--- src/rtl/idec_pkg.sv ---
package idec_pkg;

    typedef enum logic {
        PH_EXEC  = 1'b0,
        PH_STORE = 1'b1
    } phase_e;

    typedef enum logic [2:0] {
        FMT_ALU_REG,
        FMT_JMP_NEAR,
        FMT_JMP_FAR,
        FMT_COPY_IMM,
        FMT_ALU_IMM
    } fmt_e;

    localparam int SEL_W    = 3;
    localparam int OP_W     = 4;
    localparam int NUM_REGS = 8;

    localparam logic [SEL_W-1:0] RC_PORT  = 3'b000;
    localparam logic [SEL_W-1:0] RC_ACCU  = 3'b001;
    localparam logic [SEL_W-1:0] RC_A     = 3'b011;
    localparam logic [SEL_W-1:0] RC_B     = 3'b010;
    localparam logic [SEL_W-1:0] RC_C     = 3'b111;
    localparam logic [SEL_W-1:0] RC_D     = 3'b110;
    localparam logic [SEL_W-1:0] RC_E     = 3'b100;
    localparam logic [SEL_W-1:0] RC_FLAGS = 3'b101;

    localparam logic [OP_W-1:0] OP_PASS_B = 4'b1000;
    localparam logic [OP_W-1:0] OP_CMP    = 4'b0110;
    localparam logic [OP_W-1:0] OP_TEST   = 4'b0111;

    // Logical register index (strobe bit) to its 3-bit code.
    function automatic logic [SEL_W-1:0] reg_code(input int idx);
        logic [SEL_W-1:0] c;
        case (idx)
            0:       c = RC_PORT;
            1:       c = RC_ACCU;
            2:       c = RC_A;
            3:       c = RC_B;
            4:       c = RC_C;
            5:       c = RC_D;
            6:       c = RC_E;
            default: c = RC_FLAGS;
        endcase
        return c;
    endfunction

endpackage

--- src/rtl/idec_phase_fsm.sv ---
module idec_phase_fsm
    import idec_pkg::*;
(
    input  logic   clk,
    input  logic   rst_n,
    output phase_e phase_o
);

    phase_e st_q;
    phase_e st_d;

    always_ff @(posedge clk or negedge rst_n) begin
        if (!rst_n) st_q <= PH_EXEC;
        else        st_q <= st_d;
    end

    always_comb begin
        st_d = st_q;
        unique case (st_q)
            PH_EXEC:  st_d = PH_STORE;
            PH_STORE: st_d = PH_EXEC;
        endcase
    end

    assign phase_o = st_q;

    // execute is always followed by store and store by execute
    assert_exec_to_store_R1: assert property (@(posedge clk) disable iff (!rst_n)
        (st_q == PH_EXEC) |=> (st_q == PH_STORE));
    assert_store_to_exec_R1: assert property (@(posedge clk) disable iff (!rst_n)
        (st_q == PH_STORE) |=> (st_q == PH_EXEC));

endmodule

--- src/rtl/idec_format.sv ---
module idec_format
    import idec_pkg::*;
(
    input  logic [2:0] top_i,
    output fmt_e       fmt_o
);

    // format from the three most significant instruction bits
    always_comb begin
        fmt_o = FMT_ALU_REG;
        unique casez (top_i)
            3'b00?: fmt_o = FMT_ALU_REG;
            3'b01?: fmt_o = FMT_JMP_NEAR;
            3'b10?: fmt_o = FMT_JMP_FAR;
            3'b110: fmt_o = FMT_COPY_IMM;
            3'b111: fmt_o = FMT_ALU_IMM;
        endcase
    end

endmodule

--- src/rtl/idec_regmap.sv ---
module idec_regmap
    import idec_pkg::*;
(
    input  logic                en_i,
    input  logic [SEL_W-1:0]    code_i,
    output logic [NUM_REGS-1:0] hit_o
);

    for (genvar g = 0; g < NUM_REGS; g++) begin : g_hit
        assign hit_o[g] = en_i && (code_i == reg_code(g));
    end

endmodule

--- src/rtl/idec_ctrl.sv ---
module idec_ctrl
    import idec_pkg::*;
#(
    parameter int DATA_W = 6
) (
    input  phase_e                   phase_i,
    input  fmt_e                     fmt_i,
    input  logic [DATA_W+OP_W-1:0]   low_i,
    output logic [SEL_W-1:0]         reg_sel_o,
    output logic                     reg_en_o,
    output logic [OP_W-1:0]          alu_op_o,
    output logic                     imm_en_o,
    output logic [OP_W-1:0]          cond_o,
    output logic                     port_rd_o,
    output logic                     port_wr_o,
    output logic                     flag_we_o
);

    localparam int SHORT_OP_W = OP_W - 1;

    logic [SEL_W-1:0]      src_f;
    logic [SEL_W-1:0]      dst_f;
    logic [SEL_W-1:0]      cdst_f;
    logic [OP_W-1:0]       op_f;
    logic [OP_W-1:0]       op_short;
    logic                  reg_nosave;
    logic                  imm_nosave;
    logic                  in_store;

    assign src_f      = low_i[SEL_W-1:0];
    assign dst_f      = low_i[2*SEL_W-1:SEL_W];
    assign cdst_f     = low_i[DATA_W+SEL_W-1:DATA_W];
    assign op_f       = low_i[DATA_W+OP_W-1:DATA_W];
    assign op_short   = {1'b0, low_i[DATA_W+SHORT_OP_W-1:DATA_W]};
    assign reg_nosave = (op_f == OP_CMP) || (op_f == OP_TEST);
    assign imm_nosave = (op_short == OP_CMP) || (op_short == OP_TEST);
    assign in_store   = (phase_i == PH_STORE);
    assign cond_o     = op_f;

    always_comb begin
        reg_sel_o = RC_E;
        reg_en_o  = 1'b0;
        alu_op_o  = OP_PASS_B;
        imm_en_o  = 1'b0;
        port_rd_o = 1'b0;
        port_wr_o = 1'b0;
        flag_we_o = 1'b0;
        unique case (fmt_i)
            FMT_ALU_REG: begin
                alu_op_o  = op_f;
                port_rd_o = (src_f == RC_PORT);
                port_wr_o = (dst_f == RC_PORT) && !reg_nosave;
                flag_we_o = in_store && (dst_f != RC_FLAGS);
                if (!in_store) begin
                    reg_sel_o = src_f;
                    reg_en_o  = 1'b1;
                end else if (!reg_nosave) begin
                    reg_sel_o = dst_f;
                    reg_en_o  = 1'b1;
                end
            end
            FMT_ALU_IMM: begin
                alu_op_o  = op_short;
                imm_en_o  = !in_store;
                flag_we_o = in_store;
                if (in_store && !imm_nosave) begin
                    reg_sel_o = RC_ACCU;
                    reg_en_o  = 1'b1;
                end
            end
            FMT_COPY_IMM: begin
                imm_en_o  = !in_store;
                port_wr_o = (cdst_f == RC_PORT);
                if (in_store) begin
                    reg_sel_o = cdst_f;
                    reg_en_o  = 1'b1;
                end
            end
            FMT_JMP_NEAR, FMT_JMP_FAR: begin
                imm_en_o = !in_store;
            end
            default: begin
                imm_en_o = 1'b0;
            end
        endcase
    end

endmodule

--- src/rtl/twophase_idec.sv ---
module twophase_idec
    import idec_pkg::*;
#(
    parameter int DATA_W = 6
) (
    input  logic                  clk,
    input  logic                  rst_n,
    input  logic [2*DATA_W-1:0]   instr_i,
    output logic                  phase_o,
    output logic [2:0]            reg_sel_o,
    output logic                  reg_en_o,
    output logic [7:0]            reg_hit_o,
    output logic [3:0]            alu_op_o,
    output logic                  imm_en_o,
    output logic [DATA_W-1:0]     imm_o,
    output logic [3:0]            cond_o,
    output logic                  port_rd_o,
    output logic                  port_wr_o,
    output logic                  flag_we_o
);

    localparam int INSTR_W = 2 * DATA_W;
    localparam int LOW_W   = DATA_W + OP_W;

    phase_e ph;
    fmt_e   fmt;

    idec_phase_fsm u_fsm (
        .clk     (clk),
        .rst_n   (rst_n),
        .phase_o (ph)
    );

    idec_format u_fmt (
        .top_i (instr_i[INSTR_W-1:INSTR_W-3]),
        .fmt_o (fmt)
    );

    idec_ctrl #(.DATA_W(DATA_W)) u_ctrl (
        .phase_i   (ph),
        .fmt_i     (fmt),
        .low_i     (instr_i[LOW_W-1:0]),
        .reg_sel_o (reg_sel_o),
        .reg_en_o  (reg_en_o),
        .alu_op_o  (alu_op_o),
        .imm_en_o  (imm_en_o),
        .cond_o    (cond_o),
        .port_rd_o (port_rd_o),
        .port_wr_o (port_wr_o),
        .flag_we_o (flag_we_o)
    );

    idec_regmap u_map (
        .en_i   (reg_en_o),
        .code_i (reg_sel_o),
        .hit_o  (reg_hit_o)
    );

    assign phase_o = (ph == PH_STORE);
    assign imm_o   = instr_i[DATA_W-1:0];

    // strobe is one-hot exactly while a register is enabled
    assert_hit_match_R3: assert property (@(posedge clk) disable iff (!rst_n)
        $countones(reg_hit_o) == (reg_en_o ? 1 : 0));

    // copy-immediate always passes operand B through the ALU
    assert_copy_pass_R5: assert property (@(posedge clk) disable iff (!rst_n)
        (fmt == FMT_COPY_IMM) |-> (alu_op_o == OP_PASS_B));

    // jumps never enable a register
    assert_jump_quiet_R7: assert property (@(posedge clk) disable iff (!rst_n)
        (fmt == FMT_JMP_NEAR || fmt == FMT_JMP_FAR) |-> (!reg_en_o && alu_op_o == OP_PASS_B));

    // idle register select
    assert_idle_sel_R9: assert property (@(posedge clk) disable iff (!rst_n)
        !reg_en_o |-> (reg_sel_o == RC_E));

    // immediate is driven only in the execute phase
    assert_imm_exec_R10: assert property (@(posedge clk) disable iff (!rst_n)
        imm_en_o |-> (ph == PH_EXEC));

    // port read strobe spans the whole instruction
    assert_rd_hold_R11: assert property (@(posedge clk) disable iff (!rst_n)
        (ph == PH_STORE && $stable(instr_i)) |-> $stable(port_rd_o));

    // port write strobe spans the whole instruction
    assert_wr_hold_R12: assert property (@(posedge clk) disable iff (!rst_n)
        (ph == PH_STORE && $stable(instr_i)) |-> $stable(port_wr_o));

    // flags are loaded only in the store phase
    assert_flag_store_R13: assert property (@(posedge clk) disable iff (!rst_n)
        flag_we_o |-> (ph == PH_STORE));

endmodule

--- config.mk ---
export PLATFORM = sky130hd
export DESIGN_NAME = twophase_idec
export DESIGN_NICKNAME = d
export VERILOG_FILES = /design/src/rtl/idec_pkg.sv /design/src/rtl/idec_phase_fsm.sv /design/src/rtl/idec_format.sv /design/src/rtl/idec_regmap.sv /design/src/rtl/idec_ctrl.sv /design/src/rtl/twophase_idec.sv
export SDC_FILE = /design/constraint.sdc
export NUM_CORES = 1
export LEC_CHECK = 0
export ABC_AREA = 0
export ABC_CLOCK_PERIOD_IN_PS = 2100
export BUFFER_PORTS_ARGS = -buffer_cell sky130_fd_sc_hd__buf_4
export CORE_MARGIN = 2
export CORE_UTILIZATION = 35
export DETAILED_ROUTE_END_ITERATION = 8
export GPL_ROUTABILITY_DRIVEN = 0
export GPL_TIMING_DRIVEN = 0
export PLACE_DENSITY_LB_ADDON = 0.2
export SLEW_MARGIN = 20
export SYNTH_ARGS = -nofsm -noshare
export SYNTH_HDL_FRONTEND = slang
export SYNTH_SLANG_ARGS = --single-unit
--- constraint.sdc ---
create_clock -name clk -period 2.1 [get_ports clk]
set_input_delay 0.315 -clock clk [delete_from_list [all_inputs] [get_ports clk]]
set_output_delay 0.315 -clock clk [all_outputs]
set_load 0.02 [all_outputs]
## Word-level counts from Yosys, hierarchy flattened

Index checks and enable logic that the tools add are counted.

| storage, ports and cells | value |
|---|---|
| bits in registers | 1 |
| latch bits | 0 |
| memory bits (writable) | 0 |
| bits in read-only memories | 0 |
| input bits | 14 |
| output and inout port bits | 31 |
| logic and storage cells | 62 |
| memories | 0 |

| cells by class | value |
|---|---|
| $add $sub $neg | 0 |
| $mul | 0 |
| div/mod/pow operators | 0 |
| $lt $le $gt $ge | 0 |
| equality and inequality tests | 20 |
| shift-type cells | 0 |
| muxes and demuxes | 17 |
| bitwise gates (word level) | 1 |
| reduce and logical (&&, ||, !) cells | 23 |

Operators by type and width:

| operator | count |
|---|---|
| equality test 3 bit, second input constant | 9 |
| logical NOT 3 bit | 5 |
| case mux 3 bit (5 select lines) | 1 |
| equality test 3 x 2 -> 1 bit, second input constant | 4 |
| 2-to-1 mux 3 bit | 4 |
| logical AND 1 bit | 11 |
| case mux 3 bit (3 select lines) | 1 |
| equality test 4 x 3 -> 1 bit, second input constant | 2 |
| case mux 4 bit (2 select lines) | 1 |
| equality test 3 x 1 -> 1 bit, second input constant | 2 |
| 2-to-1 mux 1 bit | 6 |
| case mux 1 bit (2 select lines) | 3 |
| OR reduction 4 bit | 1 |
| logical NOT 1 bit | 3 |
| != test 3 bit, second input constant | 1 |
| case mux 1 bit (3 select lines) | 1 |
| equality test 2 x 1 -> 1 bit, second input constant | 1 |
| equality test 2 bit, second input constant | 1 |
| logical NOT 2 bit | 1 |
| logical OR 1 bit | 2 |
| NOT 1 bit | 1 |

## Depth between registers and ports, before layout

| logic depth | value |
|---|---|
| depth in word-level cells | 8 |
| mapped depth | 9 |
| gate-level depth less buffers | 8 |

## Modules after synthesis

From an unflattened synthesis, not the netlist that was laid out.

| unflattened totals | value |
|---|---|
| cells, all modules | 63 |
| area total of the unflattened synthesis | 500.5 um^2 |

Modules (own cells, without submodules):

| module | times used | cells each | area each (um^2) | sequential area each (um^2) |
|---|---|---|---|---|
| idec_ctrl | 1 | 44 | 309.0 | 0.0 |
| idec_regmap | 1 | 8 | 96.3 | 0.0 |
| twophase_idec | 1 | 6 | 45.0 | 0.0 |
| idec_phase_fsm | 1 | 2 | 28.8 | 25.0 |
| idec_format | 1 | 3 | 21.3 | 0.0 |

## Worst setup path before layout

OpenSTA, ideal clock, no wires.

| timing | value |
|---|---|
| path kind | input -> output |
| from | input instr_i[10] |
| to | output reg_hit_o[0] |
| arrival | 2.167 ns |
| data required time | 1.785 ns |
| path slack | -0.382 ns |
| stages | 9 |
| buffers on the path | 1 |
| path through | buf_4 > inv_2 > ha_1 > nand2b_1 > a21oi_2 > o31ai_2 > o221a_4 > inv_2 > nor3_1 |

| on the way | value |
|---|---|
| cells in the longest elaborated chain, start to end | 6 |
| elaborated cells between the ends (all ways) | 13 |
| classes of those cells | eq/ne (6); mux (3); reduce/logical (4) |

Ends and longest elaborated chain:

| what | RTL line | text |
|---|---|---|
| start: declaration | twophase_idec.sv:8 | `input logic [2*DATA_W-1:0] instr_i,` |
| equality test 3 bit, or another cell as far along | idec_format.sv:11 | `unique casez (top_i)` |
| case mux 3 bit (5 select lines) (*) | idec_format.sv:11 |  |
| equality test 3 x 2 -> 1 bit, or another cell as far along | idec_ctrl.sv:48 | `unique case (fmt_i)` |
| case mux 3 bit (3 select lines) (*) | idec_ctrl.sv:48 |  |
| named net reg_sel_o[2] | twophase_idec.sv:10 | `output logic [2:0] reg_sel_o,` |
| logical NOT 3 bit (*) | idec_regmap.sv:10 | `assign hit_o[g] = en_i && (code_i == reg_code(g));` |
| logical AND 1 bit (*) | idec_regmap.sv:10 |  |
| end: declaration | twophase_idec.sv:12 | `output logic [7:0] reg_hit_o,` |

Mark *: on every way through the listed nets, which the timed path passes. The rest lies on a longest branch.

## Worst setup path after layout

| timing | value |
|---|---|
| from | input instr_i[10] |
| to | output reg_hit_o[0] |

| on the way | value |
|---|---|
| cells in the longest elaborated chain, start to end | 6 |
| elaborated cells between the ends (all ways) | 13 |
| classes of those cells | eq/ne (6); mux (3); reduce/logical (4) |

Ends and longest elaborated chain:

| what | RTL line |
|---|---|
| equality test 3 bit, or another cell as far along | idec_format.sv:11 |
| case mux 3 bit (5 select lines) (*) | idec_format.sv:11 |
| equality test 3 x 2 -> 1 bit, or another cell as far along | idec_ctrl.sv:48 |
| case mux 3 bit (3 select lines) | idec_ctrl.sv:48 |
| logical NOT 3 bit | idec_regmap.sv:10 |
| logical AND 1 bit (*) | idec_regmap.sv:10 |

Every way passes the cells marked *; elsewhere a longest branch is shown, timed or not.

==> metrics.cfg <==
[logic_synthesis]
ys_ff_latch = 1
synth.avg_cell_area_um2 = 7.257
netlist_area_um2 = 580.6
synth.largest_area_cell = buf_4
synth.area.top_cells = buf_4 14%, nor2_1 7.1%, nand2_1 5.8%, dfrtp_1 4.3%, ha_1 4.3%
synthCells = 80
synth_cell_types = 35
synth_top_area_frac = 0.1422
syn-num-nets = 96
ys_seq_area_frac = 0.04310
synth_warnings = 0

[timing]
relSlewSlack = 0.7420
fin_crit_sh = 1.092
layout_setup_ws_ns = -0.1932
tightest_slew_ns = 0.3829
fmax_mhz = 436.1
hold_viol_final = 0
setup_viol = 9
rsz0062_at_grt = true
fin_crit_ns = 2.293
drv_slew = 0
fin_worst_skew_ns = 0

[worst_setup_path]
critPathMaxFanout = 6
critPathLaunchType = input pin
arrival_ns = 1.98
crit_required_ns = 1.78
slowest_stage = a311o_4
worstSetupEndpointType = output pin
critical_path_class = input pin to output pin
crit_chain = buf_8 > buf_12 > clkinv_8 > ha_4 > and4b_4 > and3_4 > a311o_4 > buf_4 > nor3_4 > buf_6
max_stage_delay_ns = 0.42

[global_route]
grt_pass1_wl_mm = 3.180
antenna_found_initial = 0
overflow = 0
track_usage = 0.2038
grt_max_degree = 11
first_global_vias = 684

[power]
power.switching_mw = 0.1732
p_sw_frac = 0.4711
clockPowerShare = 0
internal-power_mw = 0.1945
vdd_ir_drop_max_uv = 170.1
combPwrFrac = 0.947
seqPwrFrac = 0.053
power.density_mw_per_mm2 = 301.4
p_leak_nw = 0.6133

[layout]
nNetsFinal = 156
final_common_cell = buf_4
fin_area_mm2 = 0.001220
drive_above_1_share = 0.7029
syn2layout_area_growth_pct = 110.1
diodes = 0
fill_cells = 105
largest_register_ffs = 1
layout_common_cells = 56 x buf_4, 12 x buf_6, 8 x nand2_1, 6 x nor2_1, 5 x nor2_4

[drt]
vias = 806
postRouteAntennaNets = 0
drc = 0
drt_iter0_drc = 30
vias_per_cell = 5.234
drt-pass1-iter-count = 4
wl_mm = 2.098
wl_per_cell_um = 13.62

[cts]
clock_latency_ns = 0
hold_buffers = 0
cts.clk_slew.worst_paths_ns = 0

[run_status]
violations = negative setup slack
status = finished, violations left

[placement]
place_hpwl_mm = 1.453
port_buffers = 44
place_ws_ns = -0.3272
post_dp_cell_area_mm2 = 0.001033

[floorplanning]
die_h_um = 44.73
die_area_mm2 = 0.002000
ios = 45
core_mm2 = 0.001524
die_w_um = 44.73
num_rows = 14
start_util = 0.3810

[worst_hold_path]
min_path_type = input pin to asynchronous set/reset pin

[flow_run]
maxCapViolations = 0

layout make-up:
cell class | count | area, µm² | share of cell area
multi-input combinational | 61 | 543.0 | 0.4451
buffer | 13 | 111.4 | 0.09128
inverter | 5 | 36.28 | 0.02974
tap | 16 | 20.02 | 0.01641
timing repair buffer | 58 | 484.2 | 0.3969
sequential | 1 | 25.02 | 0.02051
through the flow:
stage               total power [mW]  utilization  hold WS, ns  std cells  setup TNS [ns]
floorplan                     0.2067            -      0.01941         80         -0.2359
global placement              0.3050       0.6782      0.09059        140          -2.430
detailed placement            0.3096       0.6782      0.09241        140          -2.605
CTS                           0.3439       0.7586      0.09241        147          -1.004
global route                  0.3892       0.8005      0.09369        154          -1.826
finish                        0.3677       0.8005      0.09084        154          -1.208
power groups by stage:
stage	combinational [mW]	sequential, mW	clock, mW
after global placement	0.285	0.0196	0
after detailed placement	0.290	0.0196	0
after floorplan	0.187	0.0196	0
final	0.348	0.0196	0
after CTS	0.324	0.0196	0
after global routing	0.370	0.0196	0
worst paths after layout:
kind                                              start                       to  slack, ns  cells after the start
worst max-delay path                        instr_i[10]             reg_hit_o[0]      -0.19                     10
worst min-delay path                              rst_n  u_fsm.phase_o$_DFF_PN0_       0.09                      1
worst max register to register  u_fsm.phase_o$_DFF_PN0_  u_fsm.phase_o$_DFF_PN0_       1.26                      2
worst min register to register  u_fsm.phase_o$_DFF_PN0_  u_fsm.phase_o$_DFF_PN0_       0.72                      2
max in group asynchronous                         rst_n  u_fsm.phase_o$_DFF_PN0_       1.93                      1
min in group clk                u_fsm.phase_o$_DFF_PN0_  u_fsm.phase_o$_DFF_PN0_       0.72                      2
logic make-up (layout without fill, tap and decap cells):
kind of cell	count (synthesis)	in the layout	share of synthesized area
AO/OA/AOI/OAI	17	17	0.2845
adder cells (fa/ha/maj)	2	2	0.04310
buffers and inverters	18	76	0.2026
flip-flops	1	1	0.04310
multiplexers	2	2	0.03448
AND/OR/NAND/NOR	40	40	0.3922
routing by layer:
| metal | global-route usage | wire [µm] | vias up | share of wire |
|---|---|---|---|---|
| met2 | 0.3681 | 1086 | 31 | 0.52 |
| met1 | 0.2791 | 835 | 377 | 0.40 |
| met5 | 0 | 0 | - | 0 |
| met4 | 0.006061 | 0 | 0 | 0 |
| li1 | - | - | 398 | - |
| met3 | 0.01200 | 176 | 0 | 0.084 |
synthesized netlist by cell type (all sizes together):
cell type,count
ha,2
and2b,1
o22a,1
buf,13
nor4,2
mux2i,2
and2,3
a311o,1
nand2b,4
a32o,2
nand2,9
nor3,2
o221a,1
and4b,2
a311oi,1
and3,2
o21a,1
inv,5
o31ai,2
nor4b,1
a21oi,4
nor2,13
nand3b,1
o21ai,3
dfrtp,1
a31oi,1
what timing repair did:
| item | 4_1_cts | 5_1_grt |
|---|---|---|
| pin swaps | 7 | 5 |
| resized for setup | 18 | 3 |
| endpoints found under the setup margin | 11 | 11 |
| setup buffers | 7 | 7 |
| gates cloned | 0 | 0 |
worst max-delay path: cells and delay by family:
kind / cells / cell delay, ns
AO/OA/AOI/OAI: 1 / 0.42
AND/OR/NAND/NOR: 3 / 0.54
adder cells (fa/ha/maj): 1 / 0.14
buffers and inverters: 5 / 0.56
Note: power is estimated with default switching activity, not from simulation.
